<file path="config.mk">
export PLATFORM = sky130hd
export DESIGN_NAME = wdog_supervisor
export DESIGN_NICKNAME = d
export VERILOG_FILES = /design/src/rtl/wdog_pkg.sv /design/src/rtl/wdog_datapath.sv /design/src/rtl/wdog_control.sv /design/src/rtl/wdog_supervisor.sv
export SDC_FILE = /design/constraint.sdc
export NUM_CORES = 1
export LEC_CHECK = 0
export BUFFER_PORTS_ARGS = -buffer_cell sky130_fd_sc_hd__buf_4
export CORE_MARGIN = 2
export CORE_UTILIZATION = 45
export DETAILED_ROUTE_END_ITERATION = 8
export PLACE_DENSITY = 0.65
export SLEW_MARGIN = 20
export SYNTH_ARGS = -nofsm -noshare
export SYNTH_HDL_FRONTEND = slang
export SYNTH_SLANG_ARGS = --single-unit
export TNS_END_PERCENT = 5
</file>
<file path="constraint.sdc">
create_clock -name clk -period 4.3 [get_ports clk]
set_input_delay 0.43 -clock clk [delete_from_list [all_inputs] [get_ports clk]]
set_output_delay 0.43 -clock clk [all_outputs]
set_load 0.01 [all_outputs]
</file>
<file path="src/rtl/wdog_pkg.sv">
package wdog_pkg;
  typedef enum logic [2:0] {
    ST_IDLE, ST_START, ST_RUN, ST_EXPIRED, ST_RSTPULSE
  } wdState_e;

  typedef struct packed {
    logic cntClr;
    logic pulseStart;
    logic pulseKill;
  } wdStrobe_t;

  typedef struct packed {
    logic kickEdge;
    logic atTimeout;
    logic atStartup;
    logic atRstLen;
    logic pulseBusy;
  } wdFlag_t;
endpackage

</file>
<file path="src/rtl/wdog_datapath.sv">
module wdog_datapath
  import wdog_pkg::*;
#(
  parameter int CNT_W       = 24,
  parameter int PULSE_CYC   = 8,
  parameter int SYNC_STAGES = 2
) (
  input  logic             clk,
  input  logic             rstN,
  input  logic             tick,
  input  logic             kick,
  input  logic [CNT_W-1:0] cfgTimeout,
  input  logic [CNT_W-1:0] cfgStartup,
  input  logic [CNT_W-1:0] cfgRstLen,
  input  wdStrobe_t        stb,
  output wdFlag_t          flags
);
  localparam int PW = $clog2(PULSE_CYC + 1);
  localparam logic [CNT_W-1:0] CNT_MAX = {CNT_W{1'b1}};
  localparam logic [PW-1:0] PULSE_LOAD = PW'(PULSE_CYC);

  logic [SYNC_STAGES-1:0] syncQ;
  logic                   prevQ;
  logic [CNT_W-1:0]       cnt;
  logic [PW-1:0]          pulseCnt;

  // kick synchroniser and previous-sample flop for edge detection
  always_ff @(posedge clk or negedge rstN) begin
    if (!rstN) begin
      syncQ <= '0;
      prevQ <= 1'b0;
    end else begin
      syncQ <= {syncQ[SYNC_STAGES-2:0], kick};
      prevQ <= syncQ[SYNC_STAGES-1];
    end
  end

  // shared tick counter, saturating
  always_ff @(posedge clk or negedge rstN) begin
    if (!rstN)                        cnt <= '0;
    else if (stb.cntClr)              cnt <= '0;
    else if (tick && cnt != CNT_MAX)  cnt <= cnt + 1'b1;
  end

  // short fault pulse in reset-output mode
  always_ff @(posedge clk or negedge rstN) begin
    if (!rstN)                 pulseCnt <= '0;
    else if (stb.pulseKill)    pulseCnt <= '0;
    else if (stb.pulseStart)   pulseCnt <= PULSE_LOAD;
    else if (pulseCnt != '0)   pulseCnt <= pulseCnt - 1'b1;
  end

  always_comb begin
    flags.kickEdge  = syncQ[SYNC_STAGES-1] ^ prevQ;
    flags.atTimeout = (cnt == cfgTimeout - 1'b1);
    flags.atStartup = (cnt == cfgStartup - 1'b1);
    flags.atRstLen  = (cnt == cfgRstLen - 1'b1);
    flags.pulseBusy = (pulseCnt != '0);
  end
endmodule

</file>
<file path="src/rtl/wdog_control.sv">
module wdog_control
  import wdog_pkg::*;
(
  input  logic      clk,
  input  logic      rstN,
  input  logic      tick,
  input  logic      enable,
  input  logic      bootDone,
  input  logic      seqDone,
  input  logic      sysRstN,
  input  logic      cfgIndep,
  input  logic      cfgStartEn,
  input  logic      cfgRstOutEn,
  input  wdFlag_t   flags,
  output wdStrobe_t stb,
  output logic      wdoN,
  output logic      rstReqN
);
  wdState_e state, stateNxt;
  logic holdHard, holdSoft, expireGo;

  always_ff @(posedge clk or negedge rstN) begin
    if (!rstN) state <= ST_IDLE;
    else       state <= stateNxt;
  end

  always_comb begin
    stateNxt = state;
    stb      = '0;
    expireGo = 1'b0;
    holdHard = !enable || !bootDone;
    holdSoft = !cfgIndep && (!seqDone || !sysRstN);
    case (state)
      ST_IDLE: begin
        if (!holdHard && !holdSoft) begin
          stateNxt   = cfgStartEn ? ST_START : ST_RUN;
          stb.cntClr = 1'b1;
        end
      end
      ST_START: begin
        if (holdHard || holdSoft) begin
          stateNxt      = ST_IDLE;
          stb.cntClr    = 1'b1;
          stb.pulseKill = 1'b1;
        end else if (flags.kickEdge) begin
          stateNxt   = ST_RUN;
          stb.cntClr = 1'b1;
        end else if (tick && flags.atStartup) begin
          expireGo = 1'b1;
        end
      end
      ST_RUN: begin
        if (holdHard || holdSoft) begin
          stateNxt      = ST_IDLE;
          stb.cntClr    = 1'b1;
          stb.pulseKill = 1'b1;
        end else if (flags.kickEdge) begin
          stb.cntClr = 1'b1;
        end else if (tick && flags.atTimeout) begin
          expireGo = 1'b1;
        end
      end
      ST_EXPIRED: begin
        if (holdHard || holdSoft) begin
          stateNxt      = ST_IDLE;
          stb.cntClr    = 1'b1;
          stb.pulseKill = 1'b1;
        end else if (flags.kickEdge) begin
          stateNxt   = ST_RUN;
          stb.cntClr = 1'b1;
        end
      end
      ST_RSTPULSE: begin
        if (holdHard) begin
          stateNxt      = ST_IDLE;
          stb.cntClr    = 1'b1;
          stb.pulseKill = 1'b1;
        end else if (tick && flags.atRstLen) begin
          stateNxt   = ST_IDLE;
          stb.cntClr = 1'b1;
        end
      end
      default: stateNxt = ST_IDLE;
    endcase

    if (expireGo) begin
      stb.cntClr = 1'b1;
      if (cfgRstOutEn) begin
        stateNxt       = ST_RSTPULSE;
        stb.pulseStart = 1'b1;
      end else begin
        stateNxt = ST_EXPIRED;
      end
    end
  end

  assign wdoN    = !((state == ST_EXPIRED) || flags.pulseBusy);
  assign rstReqN = (state != ST_RSTPULSE);
endmodule

</file>
<file path="src/rtl/wdog_supervisor.sv">
module wdog_supervisor
  import wdog_pkg::*;
#(
  parameter int CNT_W       = 24,
  parameter int PULSE_CYC   = 8,
  parameter int SYNC_STAGES = 2
) (
  input  logic             clk,
  input  logic             rstN,
  input  logic             tick,
  input  logic             kick,
  input  logic             enable,
  input  logic             bootDone,
  input  logic             seqDone,
  input  logic             sysRstN,
  input  logic             cfgIndep,
  input  logic             cfgStartEn,
  input  logic             cfgRstOutEn,
  input  logic [CNT_W-1:0] cfgTimeout,
  input  logic [CNT_W-1:0] cfgStartup,
  input  logic [CNT_W-1:0] cfgRstLen,
  output logic             wdoN,
  output logic             rstReqN
);
  wdStrobe_t stb;
  wdFlag_t   flags;

  wdog_datapath #(
    .CNT_W(CNT_W), .PULSE_CYC(PULSE_CYC), .SYNC_STAGES(SYNC_STAGES)
  ) u_dp (
    .clk(clk), .rstN(rstN), .tick(tick), .kick(kick),
    .cfgTimeout(cfgTimeout), .cfgStartup(cfgStartup), .cfgRstLen(cfgRstLen),
    .stb(stb), .flags(flags)
  );

  wdog_control u_ctl (
    .clk(clk), .rstN(rstN), .tick(tick), .enable(enable),
    .bootDone(bootDone), .seqDone(seqDone), .sysRstN(sysRstN),
    .cfgIndep(cfgIndep), .cfgStartEn(cfgStartEn), .cfgRstOutEn(cfgRstOutEn),
    .flags(flags), .stb(stb), .wdoN(wdoN), .rstReqN(rstReqN)
  );
endmodule

</file>
==> qor.yml <==
status: "finished, final reports clean"
async_flop_share_pct: 100.0
globalplace.congestion: 0.9118
cpPeakStageDelay_ns: 0.67
final_cell_count_no_fill: 820
die_y_um: 107.9
cts-buffers-inserted: 5
path_cells: "buf_4, inv_1, ha_1, or4b_1, nor4_4, xnor2_1, or4_4, a2111oi_4, o2111ai_1, o21ai_4, buf_4, a211oi_1"
synth_area_leaders: "dfrtp_1 18%, xnor2_1 11%, xor2_1 8.5%"
clk_transition_reported_paths_ns: 0.08
drv_cap: 0
core_area_um2: 10420
critPathCaptureType: "flip-flop"
numPortBuffers: 84
yosys_warnings: 0
post_cts_resized: 0
grt_util_all_layers_pct: 26.73
seqPwrFrac_pct: 36.1
p_leak_uw: 0.002066
ir_drop_uv: 234.5
pwr-share-comb_pct: 36.2
dp.cells: 812
path_class: "primary input to flip-flop"
muxShareOfSynthArea_pct: 2.085
tightest_slew_ns: 0.7446
synth_compound_area_share_pct: 19.54
yosysSeqAreaShare_pct: 17.50
drive_above_1_share_pct: 17.98
synth_top_area_share_pct: 17.50
grt_max_degree: 35
die_w_um: 107.9
post_drt_wl_per_cell_um: 18.71
ff2ff_path_depth: 8
fin_crit_ns: 3.458
grt_pass1_vias: 4777
r2r-start: "u_dp.cnt[12]"
synth_top_area_cell: "dfrtp_1"
p_per_area_nw_per_um2: 197.6
fin_ws_ns: 0.8415
initial_core_util_pct: 46.67
path_max_fanout: 13
clockBufferDepth: 2
fin_util_pct: 54.11
ant_nets: 0
nets: 771
clkLatencyLatePin_ns: 0.31
grt_pass1_wl_mm: 24.56
drv_slew: 0
dp_hpwl_mm: 11.69
syn_inst: 627
dpl_worst_slack_ns: 0.5208
cts_tree: "built"
clock_skew_ns: 0.007906
crit_top_cell: "buf_4"
relSlewSlack_pct: 49.57
fin_tns_setup_ns: 0
postCtsHoldBufs: 0
rsz0062_at_grt: "false"
arrival_ns: 3.64
avgSynthCellArea_um2: 7.753
cts-htree-levels: 2
synth_adder_area_share_pct: 1.287
syn2layout_area_growth_pct: 15.96
first_iter_violations: 283
vias: 5136
min_period_over_period_pct: 80.43
synth_edf_count: 0
rows: 37
vias_per_cell: 6.263
cts_setup_buffers: 0
synth_fp_nets: 715
clockPowerShare_pct: 27.7
synth_ff_type: "dfrtp_1"
min_path_type: "primary input to asynchronous set/reset pin"
wl_mm: 15.34
setup_viol: 0
die-area_um2: 11650
crit_slowest_cell: "or4b_1"
clockRootBuffer: "clkbuf_8"
startpoint_type: "primary input"
antenna_found_initial: 0
ff2ff_setup_slack_ns: 1.23
antenna_cells: 0
synth_simple_gate_area_share_pct: 35.47
ys_ff_latch: 34
p_int_uw: 716.2
grt_overflow: 0
rr_endpoint: "u_ctl.state[1]"
synth_xor_area_share_pct: 19.10
clock_sinks: 34
p_total_uw: 1114
ios: 85
drc: 0
synth_cell_types: 77
power.net_switching_uw: 397.7
cp.required_ns: 4.48
syn_area_um2: 4861
first_pass_iters: 5
p_sw_share_pct: 35.70
finalHoldViolations: 0
max_freq_mhz: 289.1
synth_top_family_by_area: "simple AND/OR/NAND/NOR gates"
-- state kept, by name (all words and copies together) (netlist names) --
register and count:
u_dp.cnt 24, u_dp.syncQ 2, u_dp.pulseCnt 4, u_dp.prevQ 1
u_ctl.state 3
-- final cells by class --
| type | instances | area (µm²) |
|---|---|---|
| clock buffer | 5 | 68.82 |
| multi-input combinational | 535 | 3766 |
| sequential | 34 | 850.8 |
| inverter | 18 | 67.56 |
| clock inverter | 3 | 45.04 |
| tap | 136 | 170.2 |
| fill | 1010 | 4780 |
| timing repair buffer | 89 | 668.1 |
-- worst max path at each step --
stage	from	endpoint	slack [ns]	cells past startpoint
global route	cfgRstLen[0]	u_dp.cnt[16]	0.63	12
detailed placement	cfgRstLen[0]	u_dp.cnt[17]	0.52	12
global placement	cfgRstLen[0]	u_dp.cnt[17]	0.61	12
finish	cfgRstLen[0]	u_dp.cnt[23]	0.84	12
CTS	cfgRstLen[0]	u_dp.cnt[13]	0.85	12
floorplan	cfgRstLen[0]	u_dp.cnt[0]	1.18	12
-- routing by layer --
metal  wire length (µm)  global-route usage [%]  vias to the layer above  share of wire, %
li1                   -                       -                     2486                 -
met1               7033                   37.88                     2469                46
met2               7173                   43.80                      161                47
met3                923                   3.496                       20               6.0
met4                208                   5.220                        0               1.4
met5                  0                       0                        -                 0
-- stage by stage --
step / cell area (µm²) / hold slack (ns)
CTS: 5637 / 0.07804
finish: 5637 / 0.07025
global placement: 5523 / 0.3481
floorplan: 4861 / 0.1344
detailed placement: 5523 / 0.3363
global route: 5637 / 0.09258
-- critical path: cells and delay by family --
kind                     cells  cell delay [ns]
AND/OR/NAND/NOR              3             1.44
AO/OA/AOI/OAI                4             1.02
buffers and inverters        3             0.45
adder cells (fa/ha/maj)      1             0.19
XOR/XNOR                     1             0.10
-- synth_stat cells (18+ instances only) --
library cell / count
o21ai_0: 18
clkbuf_1: 33
nor3_1: 30
dfrtp_1: 34
inv_1: 18
nand2_1: 38
nor2_1: 46
nand3_1: 28
nand4_1: 21
xnor2_1: 59
a211oi_1: 27
xor2_1: 47
nor4_1: 23
-- placed cells by master, fill, tap and decap left out, drive strengths merged, types with 16 or more instances in the layout --
cell type	netlist	layout
nor2	46	46
or4	16	16
dfrtp	34	34
nand2	38	38
nand3	28	28
o21ai	20	20
nand4	22	22
xnor2	59	59
xor2	47	47
nor3	31	31
nor4	28	28
buf	6	89
a211oi	27	27
inv	18	18
-- power groups by stage --
stage                     Clock (µW)  Sequential, µW  Combinational (µW)
after global routing             329             404                 449
after global placement             0             406                 388
after detailed placement           0             407                 399
after floorplan                    0             372                 265
after CTS                        313             401                 402
final                            309             402                 403
-- logic make-up after synthesis --
kind of cell,Yosys count
AOI/OAI and AO/OA,125
xor gates and xnor gates,106
adders and majority gates,5
buffers and inverters,58
DFF,34
muxes,10
and+or+nand+nor,289
Power figures use the tool's default switching activity.
